===== src/rtl/lpg_pkg.sv =====
// Package: shared mode struct and operand helpers for the loop-bound
// predicate generator. Assumes operands are carried at 64 bits.
package lpg_pkg;

    localparam int OPW = 64;

    // Decoded compare variant for one request.
    typedef struct packed {
        logic wide;   // 1: 64-bit operands
        logic uns;    // 1: unsigned compare
        logic incl;   // 1: less-or-equal form
    } cmp_mode_t;

    // Narrow to 32 bits when required and extend back to the full width.
    function automatic logic [OPW-1:0] widen(input logic [OPW-1:0] v,
                                             input logic wide,
                                             input logic uns);
        if (wide)
            return v;
        else if (uns)
            return {32'b0, v[31:0]};
        else
            return {{32{v[31]}}, v[31:0]};
    endfunction

    // Largest representable integer for a width/signedness pair, extended.
    function automatic logic [OPW-1:0] top_value(input logic wide,
                                                 input logic uns);
        if (wide)
            return uns ? {OPW{1'b1}} : {1'b0, {(OPW-1){1'b1}}};
        else
            return uns ? {32'b0, {32{1'b1}}} : {33'b0, {31{1'b1}}};
    endfunction

endpackage


===== src/rtl/lpg_operand_prep.sv =====
// Module: lpg_operand_prep
// Brings both bounds to a common 64-bit form so later compares and
// subtraction can ignore the operand width. Assumes the upper half of a
// 32-bit operand carries no meaning. Purely combinational.
module lpg_operand_prep
    import lpg_pkg::*;
(
    input  logic [OPW-1:0] raw_a,
    input  logic [OPW-1:0] raw_b,
    input  cmp_mode_t      mode,
    output logic [OPW-1:0] ext_a,
    output logic [OPW-1:0] ext_b
);

    // Extend each bound according to width and signedness.
    always_comb begin
        ext_a = widen(raw_a, mode.wide, mode.uns);
        ext_b = widen(raw_b, mode.wide, mode.uns);
    end

endmodule


===== src/rtl/lpg_count_calc.sv =====
// Module: lpg_count_calc
// Computes the number of active elements from extended bounds: difference,
// inclusive increment, full vector at the maximum integer, unsigned clamp
// to the element count and the first-iteration compare. Assumes the inputs
// come from lpg_operand_prep. Combinational; clk/rst_n only serve checks.
module lpg_count_calc
    import lpg_pkg::*;
#(
    parameter int VB = 32,
    parameter int CW = $clog2(VB) + 1
) (
    input  logic           clk,
    input  logic           rst_n,
    input  logic [OPW-1:0] ext_a,
    input  logic [OPW-1:0] ext_b,
    input  cmp_mode_t      mode,
    input  logic [1:0]     esz,
    output logic [CW-1:0]  elem_cnt
);

    logic [CW-1:0]  n_elem;
    logic [OPW-1:0] diff;
    logic [OPW-1:0] span;
    logic           at_top;
    logic [CW-1:0]  clamped;
    logic           lt_u;
    logic           lt_s;
    logic           same;
    logic           start_ok;

    // Element capacity of the vector for this element size.
    always_comb n_elem = CW'(VB) >> esz;

    // Raw span of the loop, one longer for the inclusive forms.
    always_comb begin
        diff = ext_b - ext_a;
        span = mode.incl ? diff + 64'd1 : diff;
    end

    // Inclusive bound at the largest integer can never end the loop.
    always_comb at_top = mode.incl && (ext_b == top_value(mode.wide, mode.uns));

    // Unsigned clamp of the span to the element capacity.
    always_comb begin
        if (at_top)
            clamped = n_elem;
        else if (span < OPW'(n_elem))
            clamped = span[CW-1:0];
        else
            clamped = n_elem;
    end

    // Compare on the first iteration, signed or unsigned.
    always_comb begin
        lt_u     = ext_a < ext_b;
        lt_s     = $signed(ext_a) < $signed(ext_b);
        same     = ext_a == ext_b;
        start_ok = (mode.uns ? lt_u : lt_s) || (mode.incl && same);
    end

    // Final element count.
    always_comb elem_cnt = start_ok ? clamped : '0;

    AST_COUNT_BOUNDED: assert property (@(posedge clk) disable iff (!rst_n)
        elem_cnt <= n_elem);

endmodule


===== src/rtl/lpg_mask_expand.sv =====
// Module: lpg_mask_expand
// Scales the element count to predicate bits and sets, below that bit
// count, only the first bit of each element. Assumes elem_cnt never exceeds
// the element capacity, so the scaled count fits in CW bits.
module lpg_mask_expand #(
    parameter int VB = 32,
    parameter int CW = $clog2(VB) + 1
) (
    input  logic [CW-1:0] elem_cnt,
    input  logic [1:0]    esz,
    output logic [VB-1:0] mask
);

    logic [CW-1:0] bit_cnt;
    logic [CW-1:0] lane_low;

    // Predicate-bit count and the in-element offset mask.
    always_comb begin
        bit_cnt  = elem_cnt << esz;
        lane_low = (CW'(1) << esz) - CW'(1);
    end

    // One comparator per predicate bit.
    for (genvar i = 0; i < VB; i++) begin : g_bit
        localparam logic [CW-1:0] IDX = CW'(i);
        assign mask[i] = (IDX < bit_cnt) && ((IDX & lane_low) == '0);
    end

endmodule


===== src/rtl/lpg_flag_calc.sv =====
// Module: lpg_flag_calc
// Derives the condition summary from a finished mask: first element
// active, none active, last element inactive, overflow clear. Assumes the
// mask has the element-aligned form from lpg_mask_expand.
module lpg_flag_calc #(
    parameter int VB = 32
) (
    input  logic [VB-1:0] mask,
    input  logic [1:0]    esz,
    output logic          f_n,
    output logic          f_z,
    output logic          f_c,
    output logic          f_v
);

    localparam int IW = $clog2(VB);

    logic [IW-1:0] last_lsb;

    // Lowest bit index of the final element.
    always_comb last_lsb = IW'(VB - (1 << esz));

    // Flag values.
    always_comb begin
        f_n = mask[0];
        f_z = ~|mask;
        f_c = ~mask[last_lsb];
        f_v = 1'b0;
    end

endmodule


===== src/rtl/loop_pred_gen.sv =====
// Module: loop_pred_gen (top)
// Produces a leading-elements predicate and condition flags from two loop
// bounds, registered one cycle after in_valid. Assumes VLEN_BITS is a
// multiple of 128 between 128 and 2048. Synchronous active-low reset.
module loop_pred_gen
    import lpg_pkg::*;
#(
    parameter int VLEN_BITS = 256,
    localparam int VB = VLEN_BITS / 8,
    localparam int CW = $clog2(VB) + 1
) (
    input  logic          clk,
    input  logic          rst_n,
    input  logic          in_valid,
    input  logic [63:0]   bound_a,
    input  logic [63:0]   bound_b,
    input  logic          wide_sel,
    input  logic          unsigned_sel,
    input  logic          inclusive_sel,
    input  logic [1:0]    elem_size,
    output logic          out_valid,
    output logic [VB-1:0] pmask,
    output logic          flag_n,
    output logic          flag_z,
    output logic          flag_c,
    output logic          flag_v
);

    cmp_mode_t      mode;
    logic [OPW-1:0] ext_a;
    logic [OPW-1:0] ext_b;
    logic [CW-1:0]  elem_cnt;
    logic [VB-1:0]  mask_d;
    logic           n_d;
    logic           z_d;
    logic           c_d;
    logic           v_d;
    logic [1:0]     esz_q;
    logic [VB-1:0]  lane_pat;

    // Pack the mode selects.
    always_comb mode = '{wide: wide_sel, uns: unsigned_sel, incl: inclusive_sel};

    lpg_operand_prep u_prep (
        .raw_a (bound_a),
        .raw_b (bound_b),
        .mode  (mode),
        .ext_a (ext_a),
        .ext_b (ext_b)
    );

    lpg_count_calc #(.VB(VB), .CW(CW)) u_count (
        .clk      (clk),
        .rst_n    (rst_n),
        .ext_a    (ext_a),
        .ext_b    (ext_b),
        .mode     (mode),
        .esz      (elem_size),
        .elem_cnt (elem_cnt)
    );

    lpg_mask_expand #(.VB(VB), .CW(CW)) u_expand (
        .elem_cnt (elem_cnt),
        .esz      (elem_size),
        .mask     (mask_d)
    );

    lpg_flag_calc #(.VB(VB)) u_flags (
        .mask (mask_d),
        .esz  (elem_size),
        .f_n  (n_d),
        .f_z  (z_d),
        .f_c  (c_d),
        .f_v  (v_d)
    );

    // Result registers, loaded on each accepted request.
    always_ff @(posedge clk) begin
        if (!rst_n) begin
            out_valid <= 1'b0;
            pmask     <= '0;
            flag_n    <= 1'b0;
            flag_z    <= 1'b1;
            flag_c    <= 1'b1;
            flag_v    <= 1'b0;
            esz_q     <= 2'd0;
        end else begin
            out_valid <= in_valid;
            if (in_valid) begin
                pmask  <= mask_d;
                flag_n <= n_d;
                flag_z <= z_d;
                flag_c <= c_d;
                flag_v <= v_d;
                esz_q  <= elem_size;
            end
        end
    end

    // Allowed bit positions for the registered element size (checks only).
    always_comb begin
        for (int i = 0; i < VB; i++)
            lane_pat[i] = (i % (1 << esz_q)) == 0;
    end

    AST_MASK_ALIGNED: assert property (@(posedge clk) disable iff (!rst_n)
        out_valid |-> ((pmask & ~lane_pat) == '0));

    AST_FULL_AT_TOP: assert property (@(posedge clk) disable iff (!rst_n)
        (in_valid && inclusive_sel && wide_sel && unsigned_sel && (&bound_b))
        |=> (!flag_z && !flag_c && flag_n));

    AST_EQUAL_EXCL_EMPTY: assert property (@(posedge clk) disable iff (!rst_n)
        (in_valid && !inclusive_sel && (bound_a == bound_b)) |=> flag_z);

    AST_HOLD_IDLE: assert property (@(posedge clk) disable iff (!rst_n)
        !in_valid |=> ($stable(pmask) && !out_valid));

    AST_N_NOT_EMPTY: assert property (@(posedge clk) disable iff (!rst_n)
        flag_n |-> !flag_z);

endmodule


===== config.mk =====
export PLATFORM = sky130hd
export DESIGN_NAME = loop_pred_gen
export DESIGN_NICKNAME = d
export VERILOG_FILES = /design/src/rtl/lpg_pkg.sv /design/src/rtl/lpg_operand_prep.sv /design/src/rtl/lpg_count_calc.sv /design/src/rtl/lpg_mask_expand.sv /design/src/rtl/lpg_flag_calc.sv /design/src/rtl/loop_pred_gen.sv
export SDC_FILE = /design/constraint.sdc
export NUM_CORES = 1
export LEC_CHECK = 0
export ABC_AREA = 1
export BUFFER_PORTS_ARGS = -buffer_cell sky130_fd_sc_hd__buf_2
export CORE_MARGIN = 3
export CORE_UTILIZATION = 30
export CTS_BUF_LIST = sky130_fd_sc_hd__clkbuf_16
export DETAILED_ROUTE_END_ITERATION = 16
export PLACE_DENSITY_LB_ADDON = 0.15
export SYNTH_ARGS = -nofsm -noshare
export SYNTH_HDL_FRONTEND = slang
export SYNTH_SLANG_ARGS = --single-unit

===== constraint.sdc =====
create_clock -name clk -period 13.1 [get_ports clk]
set_clock_uncertainty 0.2 [all_clocks]
set_input_delay 0.655 -clock clk [delete_from_list [all_inputs] [get_ports clk]]
set_output_delay 0.655 -clock clk [all_outputs]
set_load 0.02 [all_outputs]

* Word level (Yosys, flattened, before mapping)
Cells that the tools add are included.
** Storage, ports and cells
- Bits in registers :: 36
- Input bits :: 136
- Output and inout bits :: 37
- Logic and storage cells :: 133
** Cells by class
- $add $sub $neg :: 4
- Magnitude comparators :: 36
- Equal/unequal tests :: 2
- Shift operators :: 4
- Mux-type cells :: 14
- Bitwise gates (word level) :: 1
- Reduce and logical (&&, ||, !) cells :: 67
** Operator list (count)
- $mux 64 :: 7
- $logic_not 6->1 :: 31
- $eq 64x64->1 :: 2
- $lt 64x64->1 :: 2
- $lt 5x6->1 const A :: 16
- $add 64x1->64 const B :: 1
- $lt 64x6->1 :: 1
- $sub 64x64->64 :: 1
- $lt 4x6->1 const A :: 8
- $logic_and 1x1->1 :: 33
- $mux 32 :: 1
- $reduce_or 32->1 :: 1
- $lt 3x6->1 const A :: 4
- $mux 6 :: 3
- $lt 1x6->1 const A :: 2
- $lt 2x6->1 const A :: 2
- $shl 1x2->5 const A :: 2
- $lt 5x6->1 const B :: 1
- $shl 6x2->6 :: 1
- $shr 6x2->6 const A :: 1
- $bmux 1 s5 :: 1
- $sub 1x5->5 const A :: 1
- $sub 5x2->5 const B :: 1
- $mux 1 :: 2
- other kinds (3) :: 3

* Depth between registers and ports, before layout
- Depth in word-level cells :: 15
- Mapped depth :: 52
- Gate-level depth less buffers :: 47

* By module
Synthesis repeated with hierarchy kept, for this count alone.
** Second synthesis, totals
- Cells, all modules :: 3025
- Area, all modules :: 15556.2 µm²
** By module, submodules not included
- lpg_count_calc :: times used 1, cells each 2371, area each 11576.1 µm²
- loop_pred_gen :: times used 1, cells each 228, area each 1800.5 µm²
- lpg_operand_prep :: times used 1, cells each 208, area each 1084.8 µm²
- lpg_mask_expand :: times used 1, cells each 165, area each 832.0 µm²
- lpg_flag_calc :: times used 1, cells each 53, area each 262.8 µm²

* Worst setup path before layout
No wires, ideal clock.
- Kind :: input -> register
- Start point :: input port wide_sel
- End point :: register pmask[2]
- Setup time :: 117 ps
- Arrival :: 6213 ps
- Data required time :: 12783 ps
- Slack :: 6570 ps
- Stages on the path :: 44
- Buffers on the path :: 7
- Cell sequence :: clkbuf_1 -> clkbuf_1 -> clkbuf_1 -> clkbuf_1 -> buf_1 -> a21oi_1 -> inv_1 -> clkbuf_1 -> o21ai_0 -> inv_1 -> ha_1 -> buf_2 -> nand2_1 -> inv_1 -> a21oi_1 -> nand2_1 -> a21oi_1 -> nand3_1 -> (+8 left out) -> nand2_1 -> nand2_1 -> nor2_1 -> nand2_1 -> nor2_8 -> nand2_2 -> nand2_1 -> nand3_2 -> nor2b_1 -> nor2_1 -> nand2_2 -> nor2_4 -> inv_2 -> nor2_2 -> inv_2 -> nor2_4 -> nand2_1 -> a32o_1
** Between the ends
- Word-level cells in the longest chain between the ends :: 11
- Elaborated cells between the ends (all ways) :: 21
- Those cells by class :: add/sub: 2; order compare: 4; eq/ne: 2; shift: 1; mux: 8; reduce/logical: 4
** Ends and longest elaborated chain
- start: declaration :: line loop_pred_gen.sv:17 : input logic wide_sel,
- $mux 64 :: line lpg_pkg.sv:18 : if (wide)
- $sub 64x64->64 :: line lpg_count_calc.sv:36 : diff = ext_b - ext_a;
- $add 64x1->64 :: line lpg_count_calc.sv:37 : span = mode.incl ? diff + 64'd1 : diff;
- $mux 64 :: line lpg_count_calc.sv:37
- $lt 64x6->1 :: line lpg_count_calc.sv:47 : else if (span < OPW'(n_elem))
- $mux 6 :: line lpg_count_calc.sv:47
- $mux 6 :: line lpg_count_calc.sv:45 : if (at_top)
- $mux 6 * :: line lpg_count_calc.sv:62 : always_comb elem_cnt = start_ok ? clamped : '0;
- $shl 6x2->6 * :: line lpg_mask_expand.sv:19 : bit_cnt = elem_cnt << esz;
- $lt 2x6->1 * :: line lpg_mask_expand.sv:26 : assign mask[i] = (IDX < bit_cnt) && ((IDX & lane_low) == '0);
- $logic_and 1x1->1 * :: line lpg_mask_expand.sv:26
- end signal: assignment :: line loop_pred_gen.sv:90 : pmask <= mask_d;
- end: declaration :: line loop_pred_gen.sv:22 : output logic [VB-1:0] pmask,
Mark *: on every way between the ends. The rest lies on a longest branch, timed or not.
A chain may end at the register's enable or synchronous reset.

* Final worst setup path
- Start point :: input port wide_sel
- End point :: register pmask[0]
** Between the ends
- Word-level cells in the longest chain between the ends :: 10
- Elaborated cells between the ends (all ways) :: 20
- Those cells by class :: add/sub: 2; order compare: 4; eq/ne: 2; shift: 1; mux: 8; reduce/logical: 3
** Ends and longest elaborated chain (line)
- $mux 64 :: lpg_pkg.sv:18
- $sub 64x64->64 :: lpg_count_calc.sv:36
- $add 64x1->64 :: lpg_count_calc.sv:37
- $mux 64 :: lpg_count_calc.sv:37
- $lt 64x6->1 :: lpg_count_calc.sv:47
- $mux 6 :: lpg_count_calc.sv:47
- $mux 6 :: lpg_count_calc.sv:45
- $mux 6 * :: lpg_count_calc.sv:62
- $shl 6x2->6 * :: lpg_mask_expand.sv:19
- $lt 1x6->1 * :: lpg_mask_expand.sv:26
Marks and branches as above.

==> results.cfg <==
[logic_synthesis]
synthArstFlopShare_pct = 0
synth_fp_nets = 3020
synth_area_um2 = 14000
yosys_warnings = 0
ys.flop_type = dfxtp_1
synth.avg_cell_area_um2 = 5.08
synth_cell_type_count = 55
synth_seq_cells = 35
ys_seq_area_share_pct = 5.02
postSynthCellCount = 2749
synth_edf_count = 0

[critical_path]
critPathMostFrequentCell = nand2_1
end_kind = register
critPathBufInv = 11
setup.worst_path.class = in -> reg
crit_path_start_kind = primary input
crit_arrival_ns = 7.23
path_delay_family = simple AND/OR/NAND/NOR gates
cpMaxStageDelayCell = o21ai_1
critPathMaxFanout = 56
slowest_delay_ns = 0.56
worst-endpoint-required_ns = 13.04

[drt]
num_vias = 17600
drt_iter0_drc = 1095
drc = 0
drtPass1Iterations = 7
avgRoutedWirePerCell_um = 17.6
drt-total-wl_mm = 61.7
ant_nets = 0
vias_per_cell = 5.04

[sta]
clock.fmax_ghz = 0.137
hold_violations = 0
grt_setup_unrepaired = no
worst_pin_slew_ns = 1.03
setup_violations = 0
slew_viol_final = 0
tns_ns = 0
min_period_over_period_pct = 55.6
worst_slack_ns = 5.81
fin_crit_ns = 7.29
timing.slew.headroom_pct = 30.7

[outcome]
status = finished, final reports clean

[finish]
final_common_cell = nand2_1
layout_common_cells = nand2_1 (915), inv_1 (524), nor2_1 (253)
layout-drive-gt1-share_pct = 12.1
syn_to_final_growth_pct = 11.8
num_antenna_cells = 0
nFillCells = 5459
nets = 3168

[cts]
postCtsHoldBufs = 0
tritoncts = built
cts_setup_buffers = 0
htree_levels = 2
cts_resized = 0
clock_latency_ns = 0.27
clock_sinks = 35
cts_buffers = 5
cts_root_buf = clkbuf_16
clk_path_buf_depth = 2
clk_pin_slew_ns = 0.05

[global_route]
grt_remaining_overflow = 0
grt_pass1_wl_mm = 94.8
grt_pass1_vias = 16800
grtUsageTotal_pct = 24.0
grt_max_degree = 57
antenna_found_initial = 1

[floorplan]
die_h_um = 222
die_area_um2 = 49100
fp.dieW_um = 222
core_um2 = 45700
rows = 78
initial_utilization_pct = 30.6
ios = 173

[run]
max_cap_violations = 0

[placed_design]
io_buffers = 171
pre_cts_ws_ns = 5.60
dpl.hpwl_mm = 55.0
gp_congestion = 0.994

[hold_path]
hold_class = reg -> reg

[power_and_ir_drop]
leakagePower_nw = 8.96
power_density_nw_per_um2 = 64.9
vdd_drop_max_v = 0.0000492
[worst min-delay path: stages, from the launching register on]
cell and delay (ns):
dfxtp_1 0.32, nand2_1 0.05, o21ai_0 0.05
[report_power, final]
part           switching, mW  internal, mW  total, mW
Sequential           0.00262         0.112      0.114
Clock                 0.0401        0.0682      0.108
Combinational          0.565         0.223      0.789
Total                  0.608         0.403       1.01
[area by class of cell]
cell class | instances | area, µm² | share of cell area, %
inverters | 548 | 2060 | 13.2
well taps | 600 | 751 | 4.81
multi-input cells | 2129 | 11000 | 70.8
repair buffers | 178 | 908 | 5.82
clock buffers | 5 | 125 | 0.802
flip-flops and latches | 35 | 701 | 4.49
clock inverters | 2 | 8.76 | 0.0562
[synthesized netlist by cell type, types with 22 or more instances]
| master | count | area [µm²] |
|---|---|---|
| nand2_1 | 915 | 3430 |
| inv_1 | 524 | 1970 |
| nor2_1 | 255 | 957 |
| nand3_1 | 189 | 946 |
| a21oi_1 | 149 | 746 |
| ha_1 | 134 | 1680 |
| o21ai_0 | 104 | 521 |
| nand4_1 | 97 | 607 |
| nand2_2 | 56 | 350 |
| nor2_2 | 36 | 225 |
| dfxtp_1 | 35 | 701 |
| clkbuf_1 | 27 | 101 |
| nor3_1 | 22 | 110 |
[logic make-up (layout without fill, tap and decap cells)]
logic type	Yosys count	count (layout)	share of synthesized area, %
compound gates	319	319	12.6
simple gates	1667	1667	53.8
xor+xnor	7	7	0.439
buf+inv	585	733	15.9
flops	35	35	5.02
other cells	1	1	0.0269
fa+ha+maj	135	135	12.2
[path summary, 6_finish.rpt]
kind | cells past startpoint | from | endpoint | slack (ns)
setup reg to reg | 2 | pmask[29]$_SDFFE_PN0P_ | pmask[29]$_SDFFE_PN0P_ | 12.17
hold reg to reg | 2 | pmask[4]$_SDFFE_PN0P_ | pmask[4]$_SDFFE_PN0P_ | 0.26
hold / removal | 2 | pmask[4]$_SDFFE_PN0P_ | pmask[4]$_SDFFE_PN0P_ | 0.26
setup / recovery | 38 | wide_sel | pmask[0]$_SDFFE_PN0P_ | 5.81
[registers in the layout, indices dropped and copies added, names as in the netlist]
signal,flops
flag_c,1
flag_z,1
out_valid,1
pmask,32
[through the flow]
stage	utilization [%]	std cells	hold WS (ns)	instance area (µm²)	total power, mW
finish	34.1	3497	0.256	15600	1.01
global route	34.1	3497	0.263	15600	1.12
CTS	34.1	3497	0.257	15600	1.01
detailed placement	33.9	3490	0.244	15500	0.897
global placement	33.9	3490	0.242	15500	0.896
floorplan	-	2749	0.331	14000	0.645
[routing by layer]
metal / track usage (%) / part of all wire, % / up-vias
li1: - / - / 8955
met1: 31.4 / 45 / 8117
met2: 42.9 / 48 / 488
met3: 1.32 / 4.1 / 82
met4: 6.69 / 3.3 / 0
met5: 0 / 0 / -
No activity file was read; power rests on OpenSTA's default activity.
